$ cat config.mk
export PLATFORM = sky130hd
export DESIGN_NAME = mwf_seq
export DESIGN_NICKNAME = d
export VERILOG_FILES = /design/src/rtl/mwf_pkg.sv /design/src/rtl/mwf_len_decode.sv /design/src/rtl/mwf_skip_ctl.sv /design/src/rtl/mwf_seq.sv
export SDC_FILE = /design/constraint.sdc
export NUM_CORES = 1
export LEC_CHECK = 0
export CAP_MARGIN = 20
export CORE_MARGIN = 3
export CORE_UTILIZATION = 50
export CTS_CLUSTER_SIZE = 28
export DETAILED_ROUTE_END_ITERATION = 12
export PLACE_DENSITY_LB_ADDON = 0.25
export SYNTH_ARGS = -nofsm -noshare
export SYNTH_HDL_FRONTEND = slang
export SYNTH_SLANG_ARGS = --single-unit
$ cat constraint.sdc
create_clock -name clk -period 3.1 [get_ports clk]
set_input_delay 0.93 -clock clk [delete_from_list [all_inputs] [get_ports clk]]
set_output_delay 0.93 -clock clk [all_outputs]
set_load 0.005 [all_outputs]
$ cat src/rtl/mwf_pkg.sv
package mwf_pkg;
  localparam int WORD_W    = 16;
  localparam int PFX_W     = 4;
  localparam int MAX_WORDS = 3;
  localparam int CNT_W     = $clog2(MAX_WORDS + 1);
  localparam int CLS_W     = 3;

  typedef enum logic [CLS_W-1:0] {
    CLS_SINGLE = 3'd0,
    CLS_TEST   = 3'd1,
    CLS_MOVE2  = 3'd2,
    CLS_PAIR   = 3'd3,
    CLS_MOVE3  = 3'd4
  } insn_cls_e;
endpackage

$ cat src/rtl/mwf_len_decode.sv
module mwf_len_decode
  import mwf_pkg::*;
#(
  parameter int W  = WORD_W,
  parameter int CW = CNT_W
) (
  input  logic [W-1:0]  word,
  output logic          is_ext,
  output insn_cls_e     cls,
  output logic [CW-1:0] n_words
);
  localparam int TOP = W - 1;

  logic [PFX_W-1:0] nib;
  assign nib = word[TOP -: PFX_W];

  always_comb begin
    is_ext  = (nib == {PFX_W{1'b1}});
    cls     = CLS_SINGLE;
    n_words = CW'(1);
    if (nib == 4'hC) begin
      cls     = CLS_MOVE2;
      n_words = CW'(2);
    end else if (nib == 4'hE) begin
      cls     = CLS_PAIR;
      n_words = CW'(2);
    end else if (word[TOP -: 11] == 11'h003) begin
      cls     = CLS_MOVE3;
      n_words = CW'(3);
    end else if (word[TOP -: 7] == 7'b0110011) begin
      cls     = CLS_TEST;
      n_words = CW'(1);
    end
  end
endmodule

$ cat src/rtl/mwf_skip_ctl.sv
module mwf_skip_ctl (
  input  logic clk,
  input  logic rst_n,
  input  logic skip_req,
  input  logic drop,
  output logic pending
);
  logic pend_d;

  always_comb begin
    pend_d = skip_req | (pending & ~drop);
  end

  always_ff @(posedge clk or negedge rst_n) begin
    if (!rst_n) pending <= 1'b0;
    else        pending <= pend_d;
  end

  AST_SKIP_CLEARS: assert property (@(posedge clk) disable iff (!rst_n)
    (drop && !skip_req) |=> !pending);
  AST_SKIP_ARMS: assert property (@(posedge clk) disable iff (!rst_n)
    skip_req |=> pending);
endmodule

$ cat src/rtl/mwf_seq.sv
module mwf_seq
  import mwf_pkg::*;
#(
  parameter int W  = WORD_W,
  parameter int NW = MAX_WORDS
) (
  input  logic              clk,
  input  logic              rst_n,
  input  logic              word_valid,
  input  logic [W-1:0]      word_in,
  input  logic              skip_req,
  output logic              instr_valid,
  output logic [CLS_W-1:0]  instr_class,
  output logic [NW*W-1:0]   instr_words,
  output logic              nop_retired
);
  localparam int CW = $clog2(NW + 1);

  logic            dec_ext;
  insn_cls_e       dec_cls;
  logic [CW-1:0]   dec_n;
  logic            skip_pend;

  mwf_len_decode #(.W(W), .CW(CW)) u_dec (
    .word    (word_in),
    .is_ext  (dec_ext),
    .cls     (dec_cls),
    .n_words (dec_n)
  );

  logic gath_q, gath_d;
  logic [CW-1:0] rem_q, rem_d;
  logic [CW-1:0] slot_q, slot_d;
  logic [NW-1:0][W-1:0] part_q, part_d;
  insn_cls_e pcls_q, pcls_d;

  logic lead, take, discard, ext_in, stray;
  logic emit;

  assign lead    = word_valid & ~dec_ext;
  assign discard = lead & skip_pend;
  assign take    = lead & ~skip_pend;
  assign ext_in  = word_valid & dec_ext & gath_q;
  assign stray   = word_valid & dec_ext & ~gath_q;

  mwf_skip_ctl u_skip (
    .clk      (clk),
    .rst_n    (rst_n),
    .skip_req (skip_req),
    .drop     (discard),
    .pending  (skip_pend)
  );

  always_comb begin
    gath_d = gath_q;
    rem_d  = rem_q;
    slot_d = slot_q;
    part_d = part_q;
    pcls_d = pcls_q;
    emit   = 1'b0;
    if (take) begin
      part_d    = '0;
      part_d[0] = word_in;
      pcls_d    = dec_cls;
      if (dec_n == CW'(1)) begin
        emit   = 1'b1;
        gath_d = 1'b0;
      end else begin
        gath_d = 1'b1;
        rem_d  = dec_n - CW'(1);
        slot_d = CW'(1);
      end
    end else if (ext_in) begin
      for (int k = 0; k < NW; k++) begin
        if (k == int'(slot_q)) part_d[k] = word_in;
      end
      if (rem_q == CW'(1)) begin
        emit   = 1'b1;
        gath_d = 1'b0;
      end else begin
        rem_d  = rem_q - CW'(1);
        slot_d = slot_q + CW'(1);
      end
    end else if (discard) begin
      gath_d = 1'b0;
    end
  end

  always_ff @(posedge clk or negedge rst_n) begin
    if (!rst_n) begin
      gath_q <= 1'b0;
      rem_q  <= '0;
      slot_q <= '0;
      part_q <= '0;
      pcls_q <= CLS_SINGLE;
    end else begin
      gath_q <= gath_d;
      rem_q  <= rem_d;
      slot_q <= slot_d;
      part_q <= part_d;
      pcls_q <= pcls_d;
    end
  end

  always_ff @(posedge clk or negedge rst_n) begin
    if (!rst_n) begin
      instr_valid <= 1'b0;
      nop_retired <= 1'b0;
      instr_class <= '0;
      instr_words <= '0;
    end else begin
      instr_valid <= emit;
      nop_retired <= stray;
      if (emit) begin
        instr_class <= pcls_d;
        instr_words <= part_d;
      end
    end
  end

  AST_PULSE_EXCL: assert property (@(posedge clk) disable iff (!rst_n)
    !(instr_valid && nop_retired));
  AST_QUIET_IDLE: assert property (@(posedge clk) disable iff (!rst_n)
    !$past(word_valid) |-> (!instr_valid && !nop_retired));
  AST_NOP_PREFIX: assert property (@(posedge clk) disable iff (!rst_n)
    nop_retired |-> ($past(word_valid) && ($past(word_in[W-1 -: PFX_W]) == {PFX_W{1'b1}})));
  AST_DISCARD_SILENT: assert property (@(posedge clk) disable iff (!rst_n)
    $past(discard) |-> (!instr_valid && !nop_retired));
endmodule

Word level (Yosys, flattened, before mapping)

Index checks and enable logic that the tools add are counted.
Widths: inputs -> output; s select.

Input port bits: 20
Output and inout port bits: 53
Word-level logic and storage cells: 74
Register bits after elaboration: 110

Bitwise gates (word level): 12
Eq/ne operators: 12
Reduce and logical (&&, ||, !) cells: 5
Add/sub/neg operators: 3
Multiplexer cells: 30

Operators by type and width:

| operator            | number |
|---|---|
| $mux 48             | 2 |
| $mux 16             | 3 |
| $mux 2              | 11 |
| $eq 4x4->1 const B  | 3 |
| $mux 3              | 4 |
| $eq 11x2->1 const B | 1 |
| $mux 1              | 10 |
| $and 1x1->1         | 7 |
| $eq 7x6->1 const B  | 1 |
| $eq 2x1->1 const B  | 2 |
| $eq 2x2->1 const A  | 2 |
| $ne 2x2->1 const B  | 2 |
| $not 1->1           | 4 |
| $sub 2x1->2 const B | 2 |
| $ne 3x2->1 const B  | 1 |
| $reduce_and 3->1    | 1 |
| $reduce_bool 3->1   | 1 |
| $add 2x1->2 const B | 1 |
| $logic_not 2->1     | 1 |
| $reduce_and 2->1    | 1 |
| $reduce_bool 2->1   | 1 |
| $or 1x1->1          | 1 |

Longest topological paths before layout

Depth in word-level cells: 7
Gate-level depth with buffers: 9

Modules after synthesis

A second synthesis with hierarchy kept.

Cell total of the unflattened synthesis: 352
Area total of the unflattened synthesis: 4485.6 um^2

Modules (own cells, without submodules):

| module         | times used | cells an instance | area each (um^2) |
|---|---|---|---|
| mwf_seq        | 1          | 332               | 4332.9 |
| mwf_len_decode | 1          | 17                | 116.4 |
| mwf_skip_ctl   | 1          | 3                 | 36.3 |

Worst setup path before layout

OpenSTA, ideal clock, no wires.

Path type: input-to-reg
Start point: input port word_in[6]
End point: register instr_words[10]
Library setup time: 125 ps
Slack: 471 ps
Stages on the path: 9
Data arrival time: 2504 ps
Path buffers: 1
Required time: 2975 ps
Cells stage by stage: nor4bb_1 > and3_1 > nor2_1 > ha_1 > nand3b_1 > mux2_4 > inv_2 > buf_4 > mux2_4

Longest elaborated chain between the ends: 7

Ends and longest elaborated chain:

| element              | RTL line             | text |
|---|---|---|
| start, declared      | mwf_seq.sv:10        | `input logic [W-1:0] word_in,` |
| $eq 11x2->1          | mwf_len_decode.sv:27 | `end else if (word[TOP -: 11] == 11'h003) begin` |
| $mux 2               | mwf_len_decode.sv:27 |  |
| $mux 2               | mwf_len_decode.sv:24 | `end else if (nib == 4'hE) begin` |
| $mux 2               | mwf_len_decode.sv:21 | `if (nib == 4'hC) begin` |
| $eq 2x1->1           | mwf_seq.sv:65        | `if (dec_n == CW'(1)) begin` |
| $mux 1               | mwf_seq.sv:65        |  |
| $mux 1               | mwf_seq.sv:61        | `if (take) begin` |
| net emit             | mwf_seq.sv:38        | `logic emit;` |
| end signal, assigned | mwf_seq.sv:116       | `instr_words <= part_d;` |
| end, declared        | mwf_seq.sv:14        | `output logic [NW*W-1:0] instr_words,` |

The timed path passes the listed nets, and every way through them passes these cells.
A chain may end at the register's enable or synchronous reset.

Worst setup path in the final report

Start point: input port word_in[14]
End point: register instr_words[16]

Longest elaborated chain between the ends: 7
Elaborated cells on any way between the ends: 18
Those cells by class: eq/ne (5); mux (8); bitwise (5)

Ends and longest elaborated chain:

| element     | RTL line |
|---|---|
| $eq 11x2->1 | mwf_len_decode.sv:27 |
| $mux 2      | mwf_len_decode.sv:27 |
| $mux 2      | mwf_len_decode.sv:24 |
| $mux 2      | mwf_len_decode.sv:21 |
| $eq 2x1->1  | mwf_seq.sv:65 |
| $mux 1      | mwf_seq.sv:65 |
| $mux 1      | mwf_seq.sv:61 |

Parallel ways exist; a longest one is shown, timed or not.

==> key figures <==
Synthesis
  • Ys Warns: 0
  • #FFs+latches synth: 110
  • Post-synth design cell area: 4610 µm²
  • Syn avg cell area: 11.4 µm²
  • Post-Synthesis Cells: roughly 400
  • Syn nets: between 400 and 500
  • Sequential area share after synthesis: about three fifths
  • Post-synthesis cell type count: 35

Power and ir drop
  • Clock network power share: 26.7%
  • Pwr/cell area: 550 nW/µm²
  • Cell internal pwr: between 2 and 2.5 mW
  • Sequential power share: 52.2%
  • Pwr Total: 3.19 mW
  • Leakage: 2.62 nW
  • Worst VDD drop: 351 µV
  • Comb pwr share: 21.0%
  • Switching Fraction: 25.6%
  • Switching power total: 0.815 mW

Layout
  • Commonest non-fill, non-tap cell in the layout: dfrtp_1
  • Final Cell Area: 5800 µm²
  • Register area: 2750 µm²
  • Most frequent cells in the layout: dfrtp_1 (110), nand2_1 (84), clkdlybuf4s50_1 (71)
  • Area Overhead vs Synth: 25.7%
  • Multi-input gate area: 1730 µm²
  • FILL cells: between 700 and 800
  • Antenna diodes: 0
  • Layout cell share with drive strength beyond 1: 16.4%
  • Nets@finish: approximately 520

Place
  • Post-DP Area: 5600 µm²
  • Post-Place Setup Slack: -0.329 ns
  • HPWL Detailed: roughly 7.4 mm
  • Placer Congestion: 0.816
  • PortBufs: 72

Worst setup path
  • CP Capture Type: register
  • FF-to-FF setup slack: roughly 1.1 ns
  • CP Class: input pin to register
  • Buf+Inv Stages, Crit Path: 2
  • Critical Path RT: 3.38 ns
  • Worst path cell trace: clkdlybuf4s50_1 > nor4_1 > and3_1 > nor2_1 > ha_1 > nand3b_1 > mux2_4 > buf_4 > nand2_1 > o21ai_0
  • Crit start category: input pin
  • Slowest cell delay on critical path: 0.50 ns
  • Cell depth of the worst flop-to-flop path: 6
  • Max stage delay cell, worst path: clkdlybuf4s50_1
  • Top delay family on crit path: simple AND/OR/NAND/NOR gates
  • Reg-to-reg critical path startpoint: slot_q[0]$_DFFE_PN0P_
  • Crit path DAT: 3.24 ns
  • Reg2Reg Capture Point: part_q[38]$_DFF_PN0_
  • Critical path peak fanout: 34

GRT
  • Pin count of the biggest net entering global routing: 54
  • GRT Overall Usage: 21.6%
  • First-pass GRT wire length: between 15 and 20 mm
  • Grt ovf: 0
  • Vias in the first global route: 3361
  • Antenna violations before repair: 0

STA
  • Total negative slack: 0 ns
  • Max Clk Rate: 338 MHz
  • Slew margin rel.: 55.7%
  • Post-route clock period utilization: 95.4%
  • Max-slew violations: 0
  • Count of final hold-check violations: 0
  • Finish-stage setup viols: 0
  • Unrepaired setup endpoints after global routing: no
  • Worst-Margin Slew: 0.664 ns
  • Final Critical Period: approximately 3.0 ns
  • Setup ws final: 0.143 ns
  • Final setup skew: 0.00805 ns

Floorplanning
  • FP Rows: 34
  • Die Y: roughly 100 µm
  • Die X: 102 µm
  • Area of the core: 8850 µm²
  • Initial core utilization: 52.1%
  • Die area: 10400 µm²
  • Number of I/O pins: 73

Clock tree
  • Clk Latency, worst-skew pair: roughly 0.36 ns
  • CTS tree: yes
  • Worst-path clk slew: 0.10 ns
  • Hold Buf Count CTS: 0
  • CTS root buf: clkbuf_8
  • Clock sinks: 110
  • Cts repair resizes: 0
  • CTS H-Tree Depth: 3
  • TritonCTS buffer count: 9
  • Clock Tree Buf Depth: 2
  • Post-CTS setup buffer count: 0

Routing
  • Routed vias: ~3300
  • Final ANT Viol Nets: 0
  • DRC viols: 0
  • Drt first pass iters: 4
  • Routed WL: 10.5 mm
  • Routed vias/inst: 5.39
  • DRT iter0 DRCs: 221
  • Wire length per cell: 17.2 µm

Min path
  • Hold path start: instr_words[39]$_DFFE_PN0P_
  • Hold crit path type: register to register
  • Hold Path Sink: instr_words[39]$_DFFE_PN0P_
  • Hold Path Depth: 2

Run
  • Max_cap viols: 0

Run status
  • Outcome: finished, final reports clean
cells in the mapped netlist:
library cell,instances,area (µm²)
dfrtp_1,110,2750
nor4bb_1,1,10.0
inv_2,1,3.75
a22o_1,1,8.76
buf_8,1,15.0
nand2_1,84,315
mux2_2,14,158
nand3_1,7,35.0
and3_1,3,18.8
buf_4,1,7.51
a211oi_1,1,7.51
nor4_1,2,12.5
ha_1,5,62.6
a21o_1,2,15.0
buf_2,2,10.0
o21ai_0,35,175
and2_0,1,6.26
nor2_1,22,82.6
a21oi_1,25,125
mux2_4,22,330
and3b_1,1,8.76
nor3b_1,2,15.0
o31ai_1,1,7.51
and4_1,1,8.76
nand2b_1,1,6.26
a32o_1,1,10.0
nor2b_1,1,6.26
mux2i_1,26,260
inv_1,4,15.0
buf_6,1,11.3
nand3b_1,1,7.51
clkbuf_1,15,56.3
buf_1,2,7.51
nor3_1,4,20.0
nand4_1,3,18.8
how the worst max path moves through the flow:
| stage | cells after the start | endpoint | slack, ns | start |
|---|---|---|---|---|
| CTS | 9 | instr_words[5]$_DFFE_PN0P_ | 0.07 | word_in[15] |
| global route | 10 | instr_words[16]$_DFFE_PN0P_ | 0.03 | word_in[14] |
| global placement | 9 | instr_words[3]$_DFFE_PN0P_ | -0.22 | word_in[15] |
| floorplan | 9 | instr_words[10]$_DFFE_PN0P_ | 0.47 | word_in[6] |
| detailed placement | 9 | instr_words[2]$_DFFE_PN0P_ | -0.33 | word_in[15] |
| finish | 10 | instr_words[16]$_DFFE_PN0P_ | 0.14 | word_in[14] |
metrics by stage:
step                      cells  utilization [%]  hold slack, ns
final                       607             65.5           0.489
after global routing        607             65.5           0.517
after CTS                   607             65.5           0.493
after detailed placement    591             63.3           0.469
after global placement      591             63.3           0.462
after floorplan             404                -           0.449
cell type report:
type                            instances  area share (%)
Clock inverter                          5            1.04
Multi-Input combinational cell        267            29.9
Timing Repair Buffer                  101            16.6
Inverter                                5           0.367
Clock buffer                           11            2.27
Tap cell                              108            2.33
Sequential cell                       110            47.5
flip-flops by register name, indices dropped and copies added (netlist names):
signal and flops:
instr_class 3, part_q 48, pcls_q 3, instr_valid 1
instr_words 48, gath_q 1, slot_q 2, nop_retired 1
u_skip.pending 1, rem_q 2
power groups by stage:
stage	clock, mW	sequential (mW)	combinational, mW
final	0.852	1.67	0.670
after global routing	0.938	1.69	0.727
after CTS	0.873	1.67	0.678
after detailed placement	0	1.69	0.669
after global placement	0	1.69	0.651
after floorplan	0	1.69	0.319
worst reg2reg max path: cells and delay by family (launching register included):
family                     cells  cell delay, ns
buffers and inverters          2            0.37
adders and majority gates      1            0.44
DFF                            1            0.42
AOI/OAI and AO/OA              1            0.09
and+or+nand+nor                2            0.59
cells by family after synthesis:
family                     Yosys count  synth area share (%)
AOI/OAI and AO/OA                   66                  7.57
adders and majority gates            5                  1.36
buffers and inverters               27                  2.74
DFF                                110                  59.7
muxes                               62                  16.2
and+or+nand+nor                    134                  12.4
metal layers:
layer / vias to the layer above / part of all wire (%) / GRT usage [%]
li1: 1551 / - / -
met1: 1633 / 46 / 29.7
met2: 77 / 48 / 35.1
met3: 9 / 5.4 / 4.91
met4: 0 / 0.99 / 5.15
met5: - / 0 / 0
No activity file was read; power rests on OpenSTA's default activity.
